**config.mk**
```make
export PLATFORM = sky130hd
export DESIGN_NAME = busdma_ctrl
export DESIGN_NICKNAME = d
export VERILOG_FILES = /design/src/rtl/busdma_pkg.sv /design/src/rtl/busdma_chan.sv /design/src/rtl/busdma_prio.sv /design/src/rtl/busdma_seq.sv /design/src/rtl/busdma_ctrl.sv
export SDC_FILE = /design/constraint.sdc
export NUM_CORES = 1
export LEC_CHECK = 0
export BUFFER_PORTS_ARGS = -buffer_cell sky130_fd_sc_hd__buf_2
export CAP_MARGIN = 30
export CORE_ASPECT_RATIO = 1.5
export CORE_MARGIN = 3
export CORE_UTILIZATION = 50
export CTS_CLUSTER_DIAMETER = 120
export CTS_CLUSTER_SIZE = 12
export DETAILED_ROUTE_END_ITERATION = 16
export PLACE_DENSITY = 0.7
export SETUP_SLACK_MARGIN = 0.02
export SLEW_MARGIN = 0
export SYNTH_ARGS = -nofsm -noshare
export SYNTH_HDL_FRONTEND = slang
export SYNTH_HIERARCHICAL = 1
export SYNTH_SLANG_ARGS = --single-unit
export TNS_END_PERCENT = 50
```
**constraint.sdc**
```tcl
create_clock -name clk -period 4.73 [get_ports clk]
set_input_delay 0 -clock clk [delete_from_list [all_inputs] [get_ports clk]]
set_output_delay 0 -clock clk [all_outputs]
set_load 0.01 [all_outputs]
```
**src/rtl/busdma_pkg.sv**
```systemverilog
package busdma_pkg;
  typedef enum logic [1:0] {
    XM_SINGLE  = 2'd0,
    XM_BLOCK   = 2'd1,
    XM_DEMAND  = 2'd2,
    XM_SINGLE2 = 2'd3
  } xmode_e;

  typedef enum logic [1:0] {
    SQ_IDLE = 2'd0,
    SQ_WAIT = 2'd1,
    SQ_XFER = 2'd2,
    SQ_GAP  = 2'd3
  } seq_e;

  typedef struct packed {
    logic   en;
    logic   dir;
    xmode_e mode;
  } chcfg_t;

  localparam logic [1:0] SEL_ADDR = 2'd0;
  localparam logic [1:0] SEL_CNT  = 2'd1;
  localparam logic [1:0] SEL_MODE = 2'd2;
endpackage

```
**src/rtl/busdma_chan.sv**
```systemverilog
module busdma_chan
  import busdma_pkg::*;
#(
  parameter int AW = 16,
  parameter int CW = 16,
  parameter int WD = 16
) (
  input  logic          clk,
  input  logic          rst_n,
  input  logic          wr_addr,
  input  logic          wr_cnt,
  input  logic          wr_mode,
  input  logic [WD-1:0] wdata,
  input  logic          step,
  output logic [AW-1:0] addr_q,
  output logic [CW-1:0] cnt_q,
  output chcfg_t        cfg_q,
  output logic          done_q
);
  logic [AW-1:0] addr_d;
  logic [CW-1:0] cnt_d;
  logic          addr_en, cnt_en, done_en, done_d, last;

  assign last = (cnt_q == CW'(1));

  always_comb begin
    addr_en = wr_addr | step;
    addr_d  = wr_addr ? wdata[AW-1:0] : addr_q + AW'(1);
    cnt_en  = wr_cnt | step;
    cnt_d   = wr_cnt ? wdata[CW-1:0] : cnt_q - CW'(1);
    done_en = wr_mode | (step & last);
    done_d  = ~wr_mode;
  end

  always_ff @(posedge clk or negedge rst_n) begin
    if (!rst_n) begin
      addr_q <= '0;
      cnt_q  <= '0;
      cfg_q  <= '0;
      done_q <= 1'b0;
    end else begin
      if (addr_en) addr_q <= addr_d;
      if (cnt_en)  cnt_q  <= cnt_d;
      if (wr_mode) cfg_q  <= chcfg_t'(wdata[3:0]);
      if (done_en) done_q <= done_d;
    end
  end
endmodule

```
**src/rtl/busdma_prio.sv**
```systemverilog
module busdma_prio #(
  parameter  int N  = 4,
  localparam int IW = (N > 1) ? $clog2(N) : 1
) (
  input  logic [N-1:0]  req,
  output logic          any,
  output logic [IW-1:0] idx
);
  always_comb begin
    any = |req;
    idx = '0;
    for (int i = N - 1; i >= 0; i--) begin
      if (req[i]) idx = IW'(i);
    end
  end
endmodule

```
**src/rtl/busdma_seq.sv**
```systemverilog
module busdma_seq
  import busdma_pkg::*;
#(
  parameter  int N  = 4,
  localparam int IW = (N > 1) ? $clog2(N) : 1
) (
  input  logic          clk,
  input  logic          rst_n,
  input  logic [N-1:0]  elig,
  input  logic          hold_ack,
  input  logic          keep_cur,
  input  logic          single_cur,
  output seq_e          st_q,
  output logic [IW-1:0] cur_q
);
  seq_e          st_d;
  logic [IW-1:0] win;
  logic          any, cur_en;

  busdma_prio #(.N(N)) u_prio (.req(elig), .any(any), .idx(win));

  always_comb begin
    st_d   = st_q;
    cur_en = 1'b0;
    unique case (st_q)
      SQ_IDLE: if (any) st_d = SQ_WAIT;
      SQ_WAIT: begin
        if (!any) st_d = SQ_IDLE;
        else if (hold_ack) begin
          st_d   = SQ_XFER;
          cur_en = 1'b1;
        end
      end
      SQ_XFER: st_d = single_cur ? SQ_IDLE : SQ_GAP;
      SQ_GAP: begin
        if (keep_cur) begin
          if (hold_ack) st_d = SQ_XFER;
        end else if (any) begin
          if (hold_ack) begin
            st_d   = SQ_XFER;
            cur_en = 1'b1;
          end else begin
            st_d = SQ_WAIT;
          end
        end else begin
          st_d = SQ_IDLE;
        end
      end
      default: st_d = SQ_IDLE;
    endcase
  end

  always_ff @(posedge clk or negedge rst_n) begin
    if (!rst_n) begin
      st_q  <= SQ_IDLE;
      cur_q <= '0;
    end else begin
      st_q <= st_d;
      if (cur_en) cur_q <= win;
    end
  end
endmodule

```
**src/rtl/busdma_ctrl.sv**
```systemverilog
module busdma_ctrl
  import busdma_pkg::*;
#(
  parameter  int NCH = 4,
  parameter  int AW  = 16,
  parameter  int CW  = 16,
  localparam int CHW = (NCH > 1) ? $clog2(NCH) : 1,
  localparam int WD  = (AW > CW) ? AW : CW
) (
  input  logic           clk,
  input  logic           rst_n,
  input  logic           cfg_we,
  input  logic [CHW-1:0] cfg_ch,
  input  logic [1:0]     cfg_sel,
  input  logic [WD-1:0]  cfg_wdata,
  input  logic [NCH-1:0] dreq_i,
  input  logic           hold_ack_i,
  output logic           hold_req_o,
  output logic [NCH-1:0] dack_o,
  output logic [AW-1:0]  bus_addr_o,
  output logic           bus_mem_rd_o,
  output logic           bus_mem_wr_o,
  output logic           tc_o,
  output logic [NCH-1:0] done_o
);
  logic          rs_meta, rs_n;
  logic [AW-1:0] addr_a [NCH];
  logic [CW-1:0] cnt_a  [NCH];
  chcfg_t        cfg_a  [NCH];
  logic [NCH-1:0] elig;
  seq_e          st;
  logic [CHW-1:0] cur;
  logic          in_xfer, keep_cur, single_cur;
  chcfg_t        cur_cfg;

  // reset: asserted asynchronously, released on the clock
  always_ff @(posedge clk or negedge rst_n) begin
    if (!rst_n) begin
      rs_meta <= 1'b0;
      rs_n    <= 1'b0;
    end else begin
      rs_meta <= 1'b1;
      rs_n    <= rs_meta;
    end
  end

  assign in_xfer = (st == SQ_XFER);

  for (genvar g = 0; g < NCH; g++) begin : g_ch
    logic sel_me;
    assign sel_me = cfg_we && (cfg_ch == CHW'(g));
    busdma_chan #(.AW(AW), .CW(CW), .WD(WD)) u_chan (
      .clk    (clk),
      .rst_n  (rs_n),
      .wr_addr(sel_me && cfg_sel == SEL_ADDR),
      .wr_cnt (sel_me && cfg_sel == SEL_CNT),
      .wr_mode(sel_me && cfg_sel == SEL_MODE),
      .wdata  (cfg_wdata),
      .step   (in_xfer && cur == CHW'(g)),
      .addr_q (addr_a[g]),
      .cnt_q  (cnt_a[g]),
      .cfg_q  (cfg_a[g]),
      .done_q (done_o[g])
    );
    assign elig[g] = cfg_a[g].en & ~done_o[g] & (cnt_a[g] != '0) & dreq_i[g];
  end

  assign cur_cfg    = cfg_a[cur];
  assign keep_cur   = (cur_cfg.mode == XM_BLOCK) && !done_o[cur] && (cnt_a[cur] != '0);
  assign single_cur = !((cur_cfg.mode == XM_BLOCK) || (cur_cfg.mode == XM_DEMAND));

  busdma_seq #(.N(NCH)) u_seq (
    .clk       (clk),
    .rst_n     (rs_n),
    .elig      (elig),
    .hold_ack  (hold_ack_i),
    .keep_cur  (keep_cur),
    .single_cur(single_cur),
    .st_q      (st),
    .cur_q     (cur)
  );

  assign hold_req_o   = (st != SQ_IDLE);
  assign dack_o       = in_xfer ? (NCH'(1) << cur) : '0;
  assign bus_addr_o   = in_xfer ? addr_a[cur] : '0;
  assign bus_mem_wr_o = in_xfer & cur_cfg.dir;
  assign bus_mem_rd_o = in_xfer & ~cur_cfg.dir;
  assign tc_o         = in_xfer && (cnt_a[cur] == CW'(1));
endmodule

```
==> impl_metrics.py <==
metrics = {
    "run_status": {
        "outcome": "finished, final reports clean",
    },
    "setup_path": {
        "cp.arrival_ns": 3.30,
        "cp_slowest_cell": "dfrtp_1",
        "cp_num_cells": 6,
        "critical_path.startpoint": "u_seq/cur_q[0]$_DFFE_PN0P_",
        "path_delay_family": "simple AND/OR/NAND/NOR gates",
        "start_kind": "register",
        "slowest_delay_ns": 0.61,
        "r2r-start": "u_seq/cur_q[0]$_DFFE_PN0P_",
        "reg2reg_to": "g_ch[1].u_chan/addr_q[15]$_DFFE_PN0P_",
        "critPathKind": "reg -> reg",
        "r2r_slack_ns": 1.74,
        "path_cells": "buf_4 -> and3_1 -> nand4_1 -> nor4_1 -> xor2_1 -> mux2_2",
        "critPathMaxFanout": 21,
        "worst_ep_required_time_ns": 5.05,
        "crit_path_end_kind": "register",
        "worst-path-buf-inv": 1,
        "reg2regPathDepth": 6,
    },
    "drt": {
        "post_drt_wl_per_cell_um": 19.5,
        "totalWireLength_um": 24500,
        "antenna_left": 0,
        "vias": 7546,
        "route.detailed.drc": 0,
        "drt_first_pass_iters": 5,
        "drtIter0Drc": 747,
        "via_per_inst": 6.01,
    },
    "cts": {
        "cts_buffers": 17,
        "htreeDepth": 4,
        "post_cts.repair.setup_buffers": 0,
        "cts_max_path_buffers": 2,
        "clk_pin_slew_worst_paths_ns": 0.07,
        "clock-root-buffer": "clkbuf_16",
        "cts.sinks": 154,
        "cts_tree": "built",
        "worstSkewPairLatency_ns": 0.43,
    },
    "final_layout": {
        "final_cell_mix": "nand2_1, dfrtp_1, o21ai_0",
        "nFillCells": 1517,
        "drive_above_1_share": 0.174,
        "fin_nets": 1071,
        "num_antenna_cells": 0,
        "fin_util": 0.589,
        "final_area_mm2": 0.0104,
        "area_growth_pct": 13.8,
    },
    "synth": {
        "async_flop_share": 1.00,
        "ys_warn_count": 6,
        "synth_area_mm2": 0.00913,
        "yosysUniqueCellTypes": 60,
        "syn_nets": 1009,
        "synth-main-ff-cell": "dfrtp_1",
        "avgSynthCellArea_um2": 9.43,
        "ys_seq_area_frac": 0.422,
        "synth_edf_count": 0,
        "ys_ff_latch": 154,
        "syn_inst": 968,
    },
    "placed_design": {
        "post-dp-hpwl_um": 16800,
        "io_buffers": 55,
        "preCtsSetupSlack_ns": 1.74,
        "postPlaceCellArea_mm2": 0.00962,
        "place.gp.congestion": 0.874,
    },
    "timing": {
        "rsz0062_at_grt": "no",
        "clock_skew_ns": 0.0103,
        "fmax_mhz": 335,
        "holdWs_ns": 0.0306,
        "finalCritPeriodShare": 0.631,
        "drv_slew": 0,
        "fin_tns_setup_ns": 0,
        "setup_viol": 0,
        "period_minus_slack_ns": 2.99,
        "hold_viol_final": 0,
        "layout_setup_ws_ns": 1.74,
        "tightest_slew_ns": 1.01,
        "slew_headroom": 0.323,
    },
    "global_route": {
        "grt-ovfl-total": 0,
        "grt_start_max_net_pins": 66,
        "grt_pass1_wl_um": 39200,
        "grt-busiest-layer": "met2",
        "use_met1": 0.348,
        "first_global_vias": 7349,
        "grtUsageTotal": 0.257,
        "met3_usage": 0.0412,
        "use_met2": 0.420,
        "antenna_found_initial": 0,
    },
    "pwr": {
        "p_sw_frac": 0.364,
        "irDropWorstVdd_mv": 0.295,
        "p_sw_mw": 1.84,
        "power_density_mw_per_mm2": 487,
        "p_int_mw": 3.22,
        "pwr-share-seq": 0.442,
        "pwr-share-comb": 0.289,
        "p_leak_nw": 3.90,
        "power.share.clock": 0.268,
    },
    "hold_path": {
        "whs_endpoint": "g_ch[3].u_chan/addr_q[2]$_DFFE_PN0P_",
        "hold_start": "cfg_wdata[2]",
        "worstHoldPathCells": 3,
        "min_path_type": "in -> reg",
    },
    "flow_run": {
        "drv_cap": 0,
    },
    "floorplan": {
        "core-area_mm2": 0.0176,
        "rows": 59,
        "initial_core_util": 0.517,
        "die_x_um": 116,
        "io_pins": 56,
        "die_height_um": 172,
        "dieArea_mm2": 0.0200,
    },
}
[stage by stage]
| stage | instances | total power, mW |
|---|---|---|
| 5_1_grt | 1256 | 5.37 |
| 6_report | 1256 | 5.06 |
| 3_3_place_gp | 1204 | 3.65 |
| 3_5_place_dp | 1206 | 3.69 |
| 4_1_cts | 1255 | 5.07 |
| 2_1_floorplan | 968 | 3.24 |
[worst register-to-register path: cells and delay by family (launching register included)]
kind	cells	cell delay [ns]
muxes	1	0.27
DFF	1	0.61
buffers and inverters	1	0.41
and+or+nand+nor	3	1.46
xor gates and xnor gates	1	0.11
[worst max path at each step]
stage | to | slack (ns)
after floorplan | g_ch[0].u_chan/addr_q[0]$_DFFE_PN0P_ | 0.12
after global placement | g_ch[1].u_chan/cnt_q[9]$_DFFE_PN0P_ | 1.83
after detailed placement | g_ch[1].u_chan/addr_q[15]$_DFFE_PN0P_ | 1.74
after CTS | g_ch[1].u_chan/addr_q[15]$_DFFE_PN0P_ | 1.73
after global routing | g_ch[1].u_chan/addr_q[15]$_DFFE_PN0P_ | 1.40
final | g_ch[1].u_chan/addr_q[15]$_DFFE_PN0P_ | 1.74
[logic make-up after synthesis]
kind of cell               synth area share
DFF                                   0.422
AOI/OAI and AO/OA                    0.0935
other                              0.000411
and+or+nand+nor                       0.246
xor gates and xnor gates             0.0998
muxes                                0.0889
adders and majority gates            0.0178
buffers and inverters                0.0311
[power by group through the flow]
stage	sequential (mW)	clock, mW	combinational (mW)
5_1_grt	2.31	1.44	1.63
3_3_place_gp	2.25	0	1.40
6_report	2.24	1.36	1.47
4_1_cts	2.23	1.38	1.46
3_5_place_dp	2.25	0	1.45
2_1_floorplan	2.08	0	1.17
[final cells by class]
type / instances / area [um2] / area share
clock buffers: 19 / 453 / 0.0436
multi-input cells: 749 / 5020 / 0.484
well taps: 213 / 267 / 0.0257
clock inverters: 13 / 133 / 0.0128
inverters: 23 / 86.3 / 0.00831
flip-flops and latches: 154 / 3860 / 0.371
repair buffers: 85 / 566 / 0.0545
[Yosys cell counts, types with 3 or more instances]
cell / number / area, um2
and2_1: 19 / 119
o21ai_0: 108 / 541
or3b_2: 4 / 35.0
nor4_4: 3 / 63.8
o31a_1: 3 / 26.3
nand2_1: 153 / 574
a21boi_1: 3 / 22.5
clkbuf_1: 26 / 97.6
o31ai_1: 3 / 22.5
nand4_1: 23 / 144
xor2_1: 31 / 272
mux2i_1: 8 / 80.1
nand3b_1: 12 / 90.1
a31oi_1: 6 / 37.5
and4_1: 4 / 35.0
or4_1: 14 / 105
dfrtp_1: 154 / 3850
buf_1: 3 / 11.3
or4b_2: 3 / 30.0
o21ai_1: 6 / 30.0
a21o_1: 3 / 22.5
xnor2_1: 73 / 639
nor3_1: 42 / 210
inv_1: 23 / 86.3
nor4_1: 40 / 250
nor2b_1: 6 / 37.5
a21oi_1: 8 / 40.0
ha_1: 13 / 163
mux2_2: 23 / 259
a21bo_2: 3 / 30.0
and3_1: 3 / 18.8
or3_1: 4 / 25.0
and3b_1: 3 / 26.3
nand3_1: 25 / 125
or2_2: 4 / 25.0
mux4_2: 21 / 473
nor2_1: 46 / 173
nand2b_1: 8 / 50.1
a22oi_1: 3 / 22.5
buf_2: 9 / 45.0
[per-layer routing]
layer	vias up	wire length, um
met5	-	0
met4	0	605
met3	39	1220
met2	219	12200
met1	3723	10500
li1	3565	-
[state kept, by name (all words and copies together), names as in the netlist]
name and flops:
g_ch.u_chan/cnt_q 64, u_seq/cur_q 2, g_ch.u_chan/cfg_q 16, g_ch.u_chan/addr_q 64, u_seq/st_q 2, g_ch.u_chan/done_q 4
rs_n 1, rs_meta 1
[what timing repair did]
item | CTS | global route
hold buffers | 17 | 0
gates resized for setup | 0 | 0
hold endpoints to repair | 88 | 0
(Power assumes the default switching activity.)
